<file path="src/rtl/rxai_pkg.sv">
package rxai_pkg;

    localparam int unsigned NUM_SRC     = 8;
    localparam int unsigned ADDR_BITS   = 8;
    localparam int unsigned MASK_ADDR   = 'h12;
    localparam int unsigned EVT_ADDR    = 'h13;

    // Bit index of each receive source inside both registers.
    typedef enum int unsigned {
        SRC_PBIT_ERR = 0,
        SRC_FRAME    = 1,
        SRC_APP_ID   = 2,
        SRC_RDI      = 3,
        SRC_IDLE     = 4,
        SRC_AIS      = 5,
        SRC_LOS      = 6,
        SRC_CBIT_ERR = 7
    } src_idx_e;

    // Kind of read accepted on the previous edge.
    typedef enum logic [1:0] {
        BUS_IDLE    = 2'd0,
        BUS_RD_MASK = 2'd1,
        BUS_RD_EVT  = 2'd2,
        BUS_RD_NONE = 2'd3
    } bus_state_e;

endpackage

</file>
<file path="src/rtl/rxai_mask_reg.sv">
module rxai_mask_reg #(
    parameter int unsigned NSRC      = 8,
    parameter int unsigned AW        = 8,
    parameter int unsigned REG_ADDR  = 'h12
) (
    input  logic            clk,
    input  logic            rst_n,
    input  logic            wr_stb,
    input  logic [AW-1:0]   addr,
    input  logic [NSRC-1:0] wr_data,
    output logic [NSRC-1:0] mask_q
);

    localparam logic [AW-1:0] HIT = AW'(REG_ADDR);

    logic hit_wr;
    assign hit_wr = wr_stb && (addr == HIT);

    always_ff @(posedge clk or negedge rst_n) begin
        if (!rst_n) begin
            mask_q <= '0;
        end else if (hit_wr) begin
            mask_q <= wr_data;
        end
    end

endmodule

</file>
<file path="src/rtl/rxai_event_reg.sv">
module rxai_event_reg #(
    parameter int unsigned NSRC      = 8,
    parameter int unsigned AW        = 8,
    parameter int unsigned REG_ADDR  = 'h13
) (
    input  logic            clk,
    input  logic            rst_n,
    input  logic            rd_stb,
    input  logic [AW-1:0]   addr,
    input  logic [NSRC-1:0] evt_pulse,
    input  logic [NSRC-1:0] mask_q,
    output logic [NSRC-1:0] evt_q
);

    localparam logic [AW-1:0] HIT = AW'(REG_ADDR);

    logic clr;
    assign clr = rd_stb && (addr == HIT);

    // One latch cell per source: a new enabled event beats the clear.
    for (genvar i = 0; i < NSRC; i++) begin : g_cell
        logic set_i;
        assign set_i = evt_pulse[i] && mask_q[i];

        always_ff @(posedge clk or negedge rst_n) begin
            if (!rst_n) begin
                evt_q[i] <= 1'b0;
            end else if (set_i) begin
                evt_q[i] <= 1'b1;
            end else if (clr) begin
                evt_q[i] <= 1'b0;
            end
        end
    end

endmodule

</file>
<file path="src/rtl/rxai_bus_fsm.sv">
module rxai_bus_fsm #(
    parameter int unsigned NSRC      = 8,
    parameter int unsigned AW        = 8,
    parameter int unsigned MASK_ADDR = 'h12,
    parameter int unsigned EVT_ADDR  = 'h13
) (
    input  logic            clk,
    input  logic            rst_n,
    input  logic            rd_stb,
    input  logic [AW-1:0]   addr,
    input  logic [NSRC-1:0] mask_q,
    input  logic [NSRC-1:0] evt_q,
    output logic [NSRC-1:0] rd_data
);

    import rxai_pkg::*;

    localparam logic [AW-1:0] A_MASK = AW'(MASK_ADDR);
    localparam logic [AW-1:0] A_EVT  = AW'(EVT_ADDR);

    bus_state_e      state_q;
    bus_state_e      state_d;
    logic [NSRC-1:0] cap_d;
    logic [NSRC-1:0] cap_q;

    // Next state and capture value from the current access.
    always_comb begin
        state_d = BUS_IDLE;
        cap_d   = '0;
        if (rd_stb) begin
            if (addr == A_MASK) begin
                state_d = BUS_RD_MASK;
                cap_d   = mask_q;
            end else if (addr == A_EVT) begin
                state_d = BUS_RD_EVT;
                cap_d   = evt_q;
            end else begin
                state_d = BUS_RD_NONE;
            end
        end
    end

    always_ff @(posedge clk or negedge rst_n) begin
        if (!rst_n) begin
            state_q <= BUS_IDLE;
            cap_q   <= '0;
        end else begin
            state_q <= state_d;
            cap_q   <= cap_d;
        end
    end

    always_comb begin
        unique case (state_q)
            BUS_IDLE:    rd_data = '0;
            BUS_RD_MASK: rd_data = cap_q;
            BUS_RD_EVT:  rd_data = cap_q;
            BUS_RD_NONE: rd_data = '0;
            default:     rd_data = '0;
        endcase
    end

endmodule

</file>
<file path="src/rtl/rx_alarm_irq_regs.sv">
module rx_alarm_irq_regs #(
    parameter int unsigned NSRC      = rxai_pkg::NUM_SRC,
    parameter int unsigned AW        = rxai_pkg::ADDR_BITS,
    parameter int unsigned MASK_ADDR = rxai_pkg::MASK_ADDR,
    parameter int unsigned EVT_ADDR  = rxai_pkg::EVT_ADDR
) (
    input  logic            clk,
    input  logic            rst_n,
    input  logic [AW-1:0]   addr,
    input  logic            rd_stb,
    input  logic            wr_stb,
    input  logic [NSRC-1:0] wr_data,
    output logic [NSRC-1:0] rd_data,
    input  logic [NSRC-1:0] evt_pulse,
    output logic            irq_n
);

    logic [NSRC-1:0] mask_q;
    logic [NSRC-1:0] evt_q;

    rxai_mask_reg #(.NSRC(NSRC), .AW(AW), .REG_ADDR(MASK_ADDR)) u_mask (
        .clk     (clk),
        .rst_n   (rst_n),
        .wr_stb  (wr_stb),
        .addr    (addr),
        .wr_data (wr_data),
        .mask_q  (mask_q)
    );

    rxai_event_reg #(.NSRC(NSRC), .AW(AW), .REG_ADDR(EVT_ADDR)) u_evt (
        .clk       (clk),
        .rst_n     (rst_n),
        .rd_stb    (rd_stb),
        .addr      (addr),
        .evt_pulse (evt_pulse),
        .mask_q    (mask_q),
        .evt_q     (evt_q)
    );

    rxai_bus_fsm #(.NSRC(NSRC), .AW(AW), .MASK_ADDR(MASK_ADDR), .EVT_ADDR(EVT_ADDR)) u_bus (
        .clk     (clk),
        .rst_n   (rst_n),
        .rd_stb  (rd_stb),
        .addr    (addr),
        .mask_q  (mask_q),
        .evt_q   (evt_q),
        .rd_data (rd_data)
    );

    assign irq_n = ~|(evt_q & mask_q);

endmodule

</file>
<file path="config.mk">
export PLATFORM = sky130hd
export DESIGN_NAME = rx_alarm_irq_regs
export DESIGN_NICKNAME = d
export VERILOG_FILES = /design/src/rtl/rxai_pkg.sv /design/src/rtl/rxai_mask_reg.sv /design/src/rtl/rxai_event_reg.sv /design/src/rtl/rxai_bus_fsm.sv /design/src/rtl/rx_alarm_irq_regs.sv
export SDC_FILE = /design/constraint.sdc
export NUM_CORES = 1
export LEC_CHECK = 0
export BUFFER_PORTS_ARGS = -buffer_cell sky130_fd_sc_hd__buf_2
export CAP_MARGIN = 10
export CORE_ASPECT_RATIO = 1.2
export CORE_MARGIN = 5
export CORE_UTILIZATION = 23
export DETAILED_ROUTE_END_ITERATION = 8
export HOLD_SLACK_MARGIN = 0.08
export PLACE_DENSITY_LB_ADDON = 0.1
export SLEW_MARGIN = 0
export SYNTH_ARGS = -nofsm -noshare
export SYNTH_HDL_FRONTEND = slang
export SYNTH_SLANG_ARGS = --single-unit
</file>
<file path="constraint.sdc">
create_clock -name clk -period 1.5 [get_ports clk]
set_clock_uncertainty 0.2 [all_clocks]
set_input_delay 0.375 -clock clk [delete_from_list [all_inputs] [get_ports clk]]
set_output_delay 0.375 -clock clk [all_outputs]
set_load 0.05 [all_outputs]
</file>
* Yosys cells after proc, flatten, opt, wreduce, memory -nomap -nowiden
Index checks and enable logic that the tools add are counted.
** Storage, ports and cells
- Input port bits :: 28
- Bits in registers :: 26
** Operators by class
- Bitwise logic cells :: 1
- Equality and inequality tests :: 5
- Multiplexer cells :: 16
- Reductions and logical operators :: 23
** Operator list (number)
- 8-bit 2-to-1 mux :: 3
- 8-bit by 5-bit equality test with 1-bit output (second input constant) :: 2
- 8-bit one-hot mux with 2 select lines :: 1
- 2-bit nonzero test :: 8
- 1-bit logical AND :: 10
- 1-bit 2-to-1 mux :: 10
- 8-bit AND :: 1
- 8-bit OR reduction :: 1
- 2-bit equality test (second input constant) :: 2
- 2-bit 2-to-1 mux :: 2
- 2-bit OR reduction :: 2
- 2-bit by 1-bit equality test with 1-bit output (second input constant) :: 1
- 2-bit zero test :: 1
- 1-bit zero test :: 1

* Depth between registers and ports, before layout
Gate-level depths: netlist of run 1.
- Word-level depth :: 4
- Gate-level depth with buffers :: 4
- Depth with buffers taken out :: 3

* Modules after synthesis
From an unflattened synthesis of run 1, not the netlist that was laid out.
** Unflattened totals
- Cells, all modules :: 87
- Area, all modules :: 1216.2 µm²
** By module, submodules not included
- rxai_bus_fsm :: area an instance 505.5 µm², times used 1, cells each 44, seq. area each 250.2 µm²
- rxai_mask_reg :: area an instance 345.3 µm², times used 1, cells each 19, seq. area each 200.2 µm²
- rxai_event_reg :: area an instance 326.6 µm², times used 1, cells each 19, seq. area each 200.2 µm²
- rx_alarm_irq_regs :: area an instance 38.8 µm², times used 1, cells each 5, seq. area each 0.0 µm²

* Least setup slack after synthesis of run 1
OpenSTA, ideal clock, no wires.
- Path type :: reg2out
- From :: register u_bus.state_q[1]
- To :: output port rd_data[0]
- Cell stages (with the launch flop) :: 3
- Path buffers :: 0
- Data arrival time :: 1.104 ns
- Setup slack :: -0.179 ns
- Cells stage by stage :: dfrtp_1 -> xor2_1 -> and2_1
** Between the ends
- Word-level cells in the longest chain between the ends :: 3
- Elaborated cells between the ends (all ways) :: 7
- Those cells by class :: 3 x eq/ne; 1 x mux; 3 x reduce/logical
** RTL lines
- from (decl) :: line rxai_bus_fsm.sv:21 : bus_state_e state_q;
- from (signal assigned) :: line rxai_bus_fsm.sv:48 : state_q <= state_d;
- 2-bit equality test, or another cell as far along :: line rxai_bus_fsm.sv:54 : unique case (state_q)
- 2-bit OR reduction (no line)
- 8-bit one-hot mux with 2 select lines * :: line rxai_bus_fsm.sv:54
- to (decl) :: line rx_alarm_irq_regs.sv:13 : output logic [NSRC-1:0] rd_data,
Mark *: on every way between the ends. The rest lies on a longest branch, timed or not.

* Worst setup path in the final report of run 1
- From :: register u_bus.state_q[0]
- To :: output port rd_data[3]
Same word-level chain as after synthesis.

==> flow_metrics.env, run 1 <==
export IMPL_run_status="finished, violations left"
export IMPL_failed_checks="setup timing"
export IMPL_clock_sinks=26
export IMPL_yosysWarnings=0
export IMPL_worstPathMaxFanout=8
export IMPL_insertion_delay_ns=0.27
export IMPL_viasPerCell=4.33
export IMPL_overflow=0
export IMPL_hpwlAfterDp_microns=2140
export IMPL_cp_arrival_ns=1.30
export IMPL_wl_per_cell_microns=13.2
export IMPL_rsz0062_at_grt="yes"
export IMPL_cts_tree="yes"
export IMPL_syn_area_per_cell_sq_um=13.6
export IMPL_grt_pass1_wl_microns=4520
export IMPL_numCtsBuffers=3
export IMPL_path_cells="xor2_4 > and2_4 > buf_8"
export IMPL_synth_fp_nets=109
export IMPL_syn_area_sq_um=1100
export IMPL_rows=27
export IMPL_fin_crit_sh=1.25
export IMPL_antenna_found_initial=0
export IMPL_fin_crit_ns=1.88
export IMPL_gp_congestion=0.681
export IMPL_place_area_sq_um=1540
export IMPL_final_setup_tns_ns=-3.38
export IMPL_final_cell_mix="buf_2 (27), dfrtp_1 (26), buf_4 (21)"
export IMPL_core_sq_um=4630
export IMPL_finalHoldViolCount=0
export IMPL_synth_cell_type_count=15
export IMPL_final_antenna_net_count=0
export IMPL_drv_cap=0
export IMPL_p_leak_nw=0.828
export IMPL_final_common_cell="buf_2"
export IMPL_dr_pass1_iters=4
export IMPL_vias=866
export IMPL_clk_pin_slew_ns=0.09
export IMPL_holdCritPathClass="in2reg"
export IMPL_drive_gt1_frac=0.599
export IMPL_nets=171
export IMPL_ys_seq_area_frac=0.590
export IMPL_slew_headroom=0.615
export IMPL_cts_root_buf="clkbuf_8"
export IMPL_clockBufferDepth=2
export IMPL_slowest_delay_ns=0.43
export IMPL_path_buf_inv=1
export IMPL_p_total_mw=1.71
export IMPL_start_kind="register"
export IMPL_dieArea_sq_um=6280
export IMPL_p_per_area_nw_per_um2=996
export IMPL_drc=0
export IMPL_setup_viol=9
export IMPL_crit_family="flip-flops"
export IMPL_postLayoutCoreUtil=0.371
export IMPL_n_antenna_cell=0
export IMPL_die_x_microns=73.2
export IMPL_fmax_mhz=532
export IMPL_drtIter0Drc=15
export IMPL_grt_max_degree=27
export IMPL_pre_cts_ws_ns=-0.243
export IMPL_slew_viol_final=0
export IMPL_syn_to_final_growth_pct=56.0
export IMPL_initial_core_util=0.238
export IMPL_htreeDepth=1
export IMPL_cp_slowest_cell="dfrtp_1"
export IMPL_max_vdd_ir_drop_uv=331
export IMPL_required_ns=0.92
export IMPL_endpoint_kind="output port"
export IMPL_synth_seq_cells=26
export IMPL_io_buffers=36
export IMPL_syn_inst=81
export IMPL_finalWorstSetupSlack_ns=-0.379
export IMPL_grt_usage=0.0940
export IMPL_grt_pass1_vias=956
export IMPL_drt_wl_total_microns=2640
export IMPL_critPathKind="reg2out"
export IMPL_die_h_microns=85.8
export IMPL_stdcell_area_sq_um=1720
export IMPL_worst_pin_slew_ns=0.578
export IMPL_io_pins=37
worst paths after layout:
check	from	endpoint	slack, ns	cells after the start
setup / recovery	u_bus.state_q[0]	rd_data[3]	-0.38	3
hold / removal	wr_data[5]	u_mask.mask_q[5]	0.13	2
setup reg to reg	u_mask.mask_q[6]	u_mask.mask_q[6]	0.28	3
hold reg to reg	u_mask.mask_q[1]	u_evt.evt_q[1]	0.41	2
max in group asynchronous	rst_n	u_evt.evt_q[3]	0.29	2
min in group asynchronous	rst_n	u_mask.mask_q[5]	0.43	2
cells by family (layout without fill, tap and decap cells):
group | Yosys count | count (layout) | share of synthesized area
and+or+nand+nor | 23 | 23 | 0.157
AOI/OAI and AO/OA | 22 | 22 | 0.159
muxes | 8 | 8 | 0.0817
xor gates and xnor gates | 1 | 1 | 0.00795
DFF | 26 | 26 | 0.590
buffers and inverters | 1 | 62 | 0.00454
flip-flops by register name, summed over array words and instances, names as in the netlist:
register       flops
u_evt.evt_q        8
u_bus.cap_q        8
u_bus.state_q      2
u_mask.mask_q      8
metrics by stage:
step | hold slack [ns] | instances
6_report | 0.130 | 200
5_1_grt | 0.119 | 200
4_1_cts | 0.127 | 199
3_5_place_dp | 0.209 | 195
3_3_place_gp | 0.204 | 195
2_1_floorplan | -0.121 | 81
where the power goes:
| group | leakage [nW] | internal (mW) | switching [mW] |
|---|---|---|---|
| Clock | 0.0288 | 0.234 | 0.209 |
| Sequential | 0.342 | 0.794 | 0.0629 |
| Combinational | 0.457 | 0.254 | 0.158 |
Yosys cell counts:
cell type | n | area share
buf_2 | 1 | 0.0045
nor4bb_1 | 1 | 0.0091
mux2_2 | 8 | 0.082
xor2_1 | 1 | 0.0079
a22oi_1 | 12 | 0.082
and2_1 | 8 | 0.045
nor4b_4 | 2 | 0.043
nand2_1 | 1 | 0.0034
nand3_1 | 1 | 0.0045
dfrtp_1 | 26 | 0.59
and4_1 | 1 | 0.0079
a21boi_0 | 2 | 0.014
nand3_4 | 1 | 0.016
a22o_1 | 8 | 0.064
nor2_1 | 8 | 0.027
timing repair:
action | 4_1_cts | 5_1_grt
buffers inserted | 0 | 1
hold buffers | 1 | 0
endpoints found under the hold margin | 26 | 0
endpoints found under the setup margin | 9 | 9
pin swaps | 8 | 3
resized for setup | 30 | 1
metal layers:
layer	up-vias	part of all wire	global-route usage
li1	427	-	-
met1	406	0.41	0.116
met2	28	0.52	0.157
met3	5	0.051	0.0141
met4	0	0.019	0.0453
met5	-	0	0
layout make-up:
class / count / area [sq um]
Multi-Input combinational cell: 54 / 503
Clock buffer: 4 / 55.1
Sequential cell: 26 / 651
Fill cell: 464 / 2910
Timing Repair Buffer: 58 / 438
Tap cell: 58 / 72.6
No activity file was read; power rests on OpenSTA's default activity.
==> run 2: changes to the inputs <==
==> constraint.sdc (replaced) <==
create_clock -name clk -period 1.64 [get_ports clk]
set_clock_uncertainty 0.2 [all_clocks]
set_input_delay 0.41 -clock clk [delete_from_list [all_inputs] [get_ports clk]]
set_output_delay 0.41 -clock clk [all_outputs]
set_load 0.05 [all_outputs]
==> run 2 against run 1 <==
The flow still finishes with violations (setup timing). Total power fell by 8.0%. Clock power fell by 5.2%. Flip-flop and latch count unchanged. Global-route usage fell by 0.16 points. Combinational power shrank 8.7%. Worst setup slack improved by 0.12 ns. Highest routed layer unchanged.
==> flow_metrics.env, run 2 (same netlist as run 1, synthesis figures left out) <==
export IMPL_run_status="finished, violations left"
export IMPL_failed_checks="setup timing"
export IMPL_slew_viol_final=0
export IMPL_dieArea_sq_um=6280
export IMPL_r2r_end="u_bus.cap_q[5]"
export IMPL_max_vdd_ir_drop_uv=320
export IMPL_clock_sinks=26
export IMPL_clockBufferDepth=2
export IMPL_nets=171
export IMPL_final_common_cell="buf_2"
export IMPL_final_setup_tns_ns=-2.22
export IMPL_final_antenna_net_count=0
export IMPL_syn_to_final_growth_pct=53.2
export IMPL_postCtsSetupBuffers=0
export IMPL_stdcell_area_sq_um=1690
export IMPL_worst_r2r_cell_count=3
export IMPL_die_h_microns=85.8
export IMPL_grt_busiest_layer="met2"
export IMPL_rsz0062_at_grt="yes"
export IMPL_setup_viol=9
export IMPL_insertion_delay_ns=0.27
export IMPL_antenna_found_initial=0
export IMPL_cts_root_buf="clkbuf_8"
export IMPL_core_sq_um=4630
export IMPL_initial_core_util=0.238
export IMPL_worstPathMaxFanout=8
export IMPL_finalHoldViolCount=0
export IMPL_dr_pass1_iters=4
export IMPL_fin_crit_sh=1.15
export IMPL_holdCritPathClass="in2reg"
export IMPL_p_leak_nw=0.820
export IMPL_io_buffers=36
export IMPL_worst_pin_slew_ns=0.576
export IMPL_worstHoldStart="wr_data[3]"
export IMPL_grtUsageMet1=0.115
export IMPL_endpoint_kind="output port"
export IMPL_hold_depth=2
export IMPL_htreeDepth=1
export IMPL_viasPerCell=4.15
export IMPL_hpwlAfterDp_microns=2060
export IMPL_vias=830
export IMPL_holdPathEnd="u_mask.mask_q[3]"
export IMPL_clk_pin_slew_ns=0.09
export IMPL_fill_cells=477
export IMPL_fmax_mhz=528
export IMPL_grt_usage=0.0924
export IMPL_n_antenna_cell=0
export IMPL_rows=27
export IMPL_grt_max_degree=27
export IMPL_fin_crit_ns=1.89
export IMPL_final_cell_mix="buf_2 (27), dfrtp_1 (26), buf_4 (21)"
export IMPL_drc=0
export IMPL_r2r_start="u_evt.evt_q[5]"
export IMPL_overflow=0
export IMPL_whs_ns=0.161
export IMPL_required_ns=1.03
export IMPL_drtIter0Drc=29
export IMPL_drt_wl_total_microns=2660
export IMPL_finalWorstSetupSlack_ns=-0.254
export IMPL_die_x_microns=73.2
export IMPL_cts_tree="yes"
export IMPL_wl_per_cell_microns=13.3
export IMPL_start_kind="register"
export IMPL_slew_headroom=0.616
export IMPL_drive_gt1_frac=0.585
export IMPL_use_met3=0.0164
export IMPL_p_per_area_nw_per_um2=933
export IMPL_drv_cap=0
export IMPL_cp_arrival_ns=1.28
export IMPL_postLayoutCoreUtil=0.365
export IMPL_io_pins=37
export IMPL_top_regs="u_bus.cap_q: 8 flops, u_evt.evt_q: 8 flops, u_mask.mask_q: 8 flops"
export IMPL_reg2reg_setup_slack_ns=0.52
export IMPL_grt_pass1_wl_microns=4420
export IMPL_grt_pass1_vias=942
export IMPL_numCtsBuffers=3
export IMPL_grt_met2_usage=0.157
export IMPL_critPathKind="reg2out"
export IMPL_gp_congestion=0.723
export IMPL_place_area_sq_um=1520
==> run 2: cell types whose count changed in the layout (fill, tap and decap cells not counted) <==
cell     before  now
buf_8         9    5
a22oi_1      10   11
and2_2        0    4
a22oi_2       2    1
buf_6         0    4
nand3_1       0    1
nand3_2       1    0
and2_4        8    4
==> run 2: what timing repair did <==
action | CTS | global route
hold buffers | 1 | 0
resized for setup | 22 | 9
pin swaps | 2 | 4
hold endpoints to repair | 26 | 0
setup endpoints to repair | 9 | 9
==> run 2: worst max-delay path by stage <==
stage                          start               end  slack (ns)  depth (start not counted)
global route        u_bus.state_q[1]        rd_data[2]       -0.32                          3
finish              u_bus.state_q[1]        rd_data[0]       -0.25                          3
floorplan                    addr[0]  u_mask.mask_q[0]       -0.04                          3
global placement    u_bus.state_q[1]        rd_data[3]       -0.12                          3
detailed placement  u_bus.state_q[1]        rd_data[3]       -0.15                          3
CTS                 u_bus.state_q[0]        rd_data[3]       -0.29                          3
==> run 2: power breakdown <==
part	total (mW)	internal [mW]	switching, mW
clock network	0.420	0.215	0.205
registers	0.780	0.726	0.0542
logic	0.376	0.230	0.146
total	1.58	1.17	0.405
==> run 2: layer usage <==
layer  vias to the layer above  wire, microns
met3                         2            127
met2                        22           1310
met1                       384           1200
met5                         -              0
li1                        422              -
met4                         0             21
==> run 2: layout make-up <==
type	instances	area [sq um]	area share
sequential	26	651	0.385
tap	58	72.6	0.0430
timing repair buffer	58	423	0.250
clock buffer	4	55.1	0.0326
multi-input combinational	54	488	0.289
==> run 2: worst max-delay path, cell delays in order, from the launching register on <==
cell and delay, ns:
dfrtp_1 0.43, xor2_4 0.25, and2_2 0.18, buf_6 0.15
==> run 2: per-stage QoR <==
| stage | power (mW) | setup slack [ns] | cells |
|---|---|---|---|
| after detailed placement | 1.14 | -0.153 | 195 |
| after global routing | 1.66 | -0.321 | 200 |
| after floorplan | 0.919 | -0.0447 | 81 |
| after global placement | 1.13 | -0.123 | 195 |
| after CTS | 1.59 | -0.295 | 200 |
| final | 1.58 | -0.254 | 200 |
==> run 3: changes to the inputs <==
--- a/config.mk
+++ b/config.mk
@@ -11,8 +11,11 @@
 export CORE_MARGIN = 5
 export CORE_UTILIZATION = 23
 export DETAILED_ROUTE_END_ITERATION = 8
+export GPL_TIMING_DRIVEN = 0
 export HOLD_SLACK_MARGIN = 0.08
 export PLACE_DENSITY_LB_ADDON = 0.1
+export RECOVER_POWER = 25
+export SKIP_LAST_GASP = 1
 export SLEW_MARGIN = 0
 export SYNTH_ARGS = -nofsm -noshare
 export SYNTH_HDL_FRONTEND = slang
==> run 3 against run 2 <==
The run still ends with setup timing left. Worst setup slack worse by 0.0011 ns. Critical path depth stayed put. Via count is 1.4% higher. Wire length is 5.6% lower. Critical path type unchanged. Largest power group unchanged. Highest routed layer unchanged.
==> flow_metrics.env, run 3 (same netlist as run 1, synthesis figures left out) <==
export IMPL_slew_headroom=0.569
export IMPL_final_cell_mix="buf_2 (26), dfrtp_1 (26), a22oi_1 (11)"
export IMPL_wl_per_cell_microns=13.2
export IMPL_viasPerCell=4.43
export IMPL_grt_max_degree=27
export IMPL_io_buffers=36
export IMPL_endpoint_kind="output port"
export IMPL_core_sq_um=4630
export IMPL_cp_arrival_ns=1.29
export IMPL_worst_r2r_cell_count=2
export IMPL_run_status="finished, violations left"
export IMPL_grt_pass1_wl_microns=4300
export IMPL_holdCritPathClass="in2reg"
export IMPL_io_pins=37
export IMPL_n_antenna_cell=0
export IMPL_r2r_start="u_mask.mask_q[0]"
export IMPL_rows=27
export IMPL_hold_depth=2
export IMPL_whs_ns=0.170
export IMPL_initial_core_util=0.238
export IMPL_grt_usage=0.0886
export IMPL_vias=842
export IMPL_dr_pass1_iters=4
export IMPL_grt_pass1_vias=913
export IMPL_r2r_end="u_mask.mask_q[0]"
export IMPL_gp_congestion=0.692
export IMPL_fin_crit_ns=1.90
export IMPL_cts_tree="yes"
export IMPL_die_x_microns=73.2
export IMPL_nets=161
export IMPL_slew_viol_final=0
export IMPL_worstHoldStart="wr_data[4]"
export IMPL_worstPathMaxFanout=8
export IMPL_dieArea_sq_um=6280
export IMPL_drc=0
export IMPL_setup_viol=17
export IMPL_cts_root_buf="clkbuf_8"
export IMPL_p_total_mw=1.47
export IMPL_worst_pin_slew_ns=0.647
export IMPL_syn_to_final_growth_pct=46.7
export IMPL_required_ns=1.03
export IMPL_start_kind="register"
export IMPL_numPlacedInstances=175
export IMPL_antenna_found_initial=0
export IMPL_failed_checks="setup timing"
export IMPL_numCtsBuffers=3
export IMPL_drv_cap=0
export IMPL_clockBufferDepth=2
export IMPL_hpwlAfterDp_microns=1850
export IMPL_htreeDepth=1
export IMPL_finalHoldViolCount=0
export IMPL_reg2reg_setup_slack_ns=0.53
export IMPL_final_setup_tns_ns=-3.01
export IMPL_top_regs="u_bus.cap_q: 8 flops, u_evt.evt_q: 8 flops, u_mask.mask_q: 8 flops"
export IMPL_final_cells=190
export IMPL_final_antenna_net_count=0
export IMPL_drt_wl_total_microns=2510
export IMPL_p_leak_nw=0.763
export IMPL_fmax_mhz=528
export IMPL_die_h_microns=85.8
export IMPL_holdPathEnd="u_mask.mask_q[4]"
export IMPL_fin_crit_sh=1.16
export IMPL_critPathKind="reg2out"
export IMPL_drive_gt1_frac=0.545
export IMPL_clock_sinks=26
export IMPL_p_per_area_nw_per_um2=910
export IMPL_finalWorstSetupSlack_ns=-0.255
export IMPL_overflow=0
export IMPL_rsz0062_at_grt="yes"
export IMPL_insertion_delay_ns=0.26
export IMPL_drtIter0Drc=15
export IMPL_clk_pin_slew_ns=0.09
export IMPL_max_vdd_ir_drop_uv=352
## run 3: cell type report
type                            count  area [sq um]
Timing Repair Buffer               47           340
Multi-Input combinational cell     54           494
Sequential cell                    26           651
Fill cell                         481          3010
Clock buffer                        4          55.1
Buffer                              1          3.75
Tap cell                           58          72.6
## run 3: worst max path at each step
stage / start / cells after the start / slack (ns) / endpoint
floorplan: addr[0] / 3 / -0.04 / u_mask.mask_q[0]
global placement: addr[0] / 4 / -0.39 / u_mask.mask_q[1]
detailed placement: addr[0] / 4 / -0.39 / u_mask.mask_q[0]
CTS: u_bus.state_q[0] / 3 / -0.28 / rd_data[6]
global route: u_bus.state_q[1] / 3 / -0.33 / rd_data[7]
finish: u_bus.state_q[1] / 3 / -0.26 / rd_data[2]
## run 3: worst max-delay path, stage by stage, from the launching register on
cell	delay, ns
dfrtp_1	0.44
xor2_4	0.25
and2_2	0.18
buf_6	0.15
## run 3: report_power, final
| part | total (mW) | switching (mW) | internal [mW] | leakage (nW) |
|---|---|---|---|---|
| clock | 0.401 | 0.187 | 0.214 | 0.0288 |
| combinational | 0.271 | 0.111 | 0.160 | 0.393 |
| sequential | 0.798 | 0.0717 | 0.727 | 0.342 |
| total | 1.47 | 0.370 | 1.10 | 0.763 |
## run 3: stage by stage
step / worst slack, ns / instance area [sq um] / utilization
floorplan: -0.0447 / 1110 / -
global placement: -0.387 / 1370 / 0.295
detailed placement: -0.387 / 1370 / 0.295
CTS: -0.285 / 1570 / 0.339
global route: -0.330 / 1620 / 0.349
finish: -0.255 / 1620 / 0.349
## run 3: per-layer routing
metal,track usage,up-vias,part of all wire
met4,0.0352,0,0.0084
met3,0.0152,2,0.052
met1,0.110,408,0.43
li1,-,408,-
met2,0.150,24,0.51
met5,0,-,0
## run 3: repair_timing
action / in CTS / in global routing
resized for setup: 23 / 12
gates cloned: 0 / 0
setup buffers: 8 / 2
endpoints found under the hold margin: 26 / 0
setup endpoints to repair: 25 / 10
hold buffers: 1 / 0
pin swaps: 3 / 5
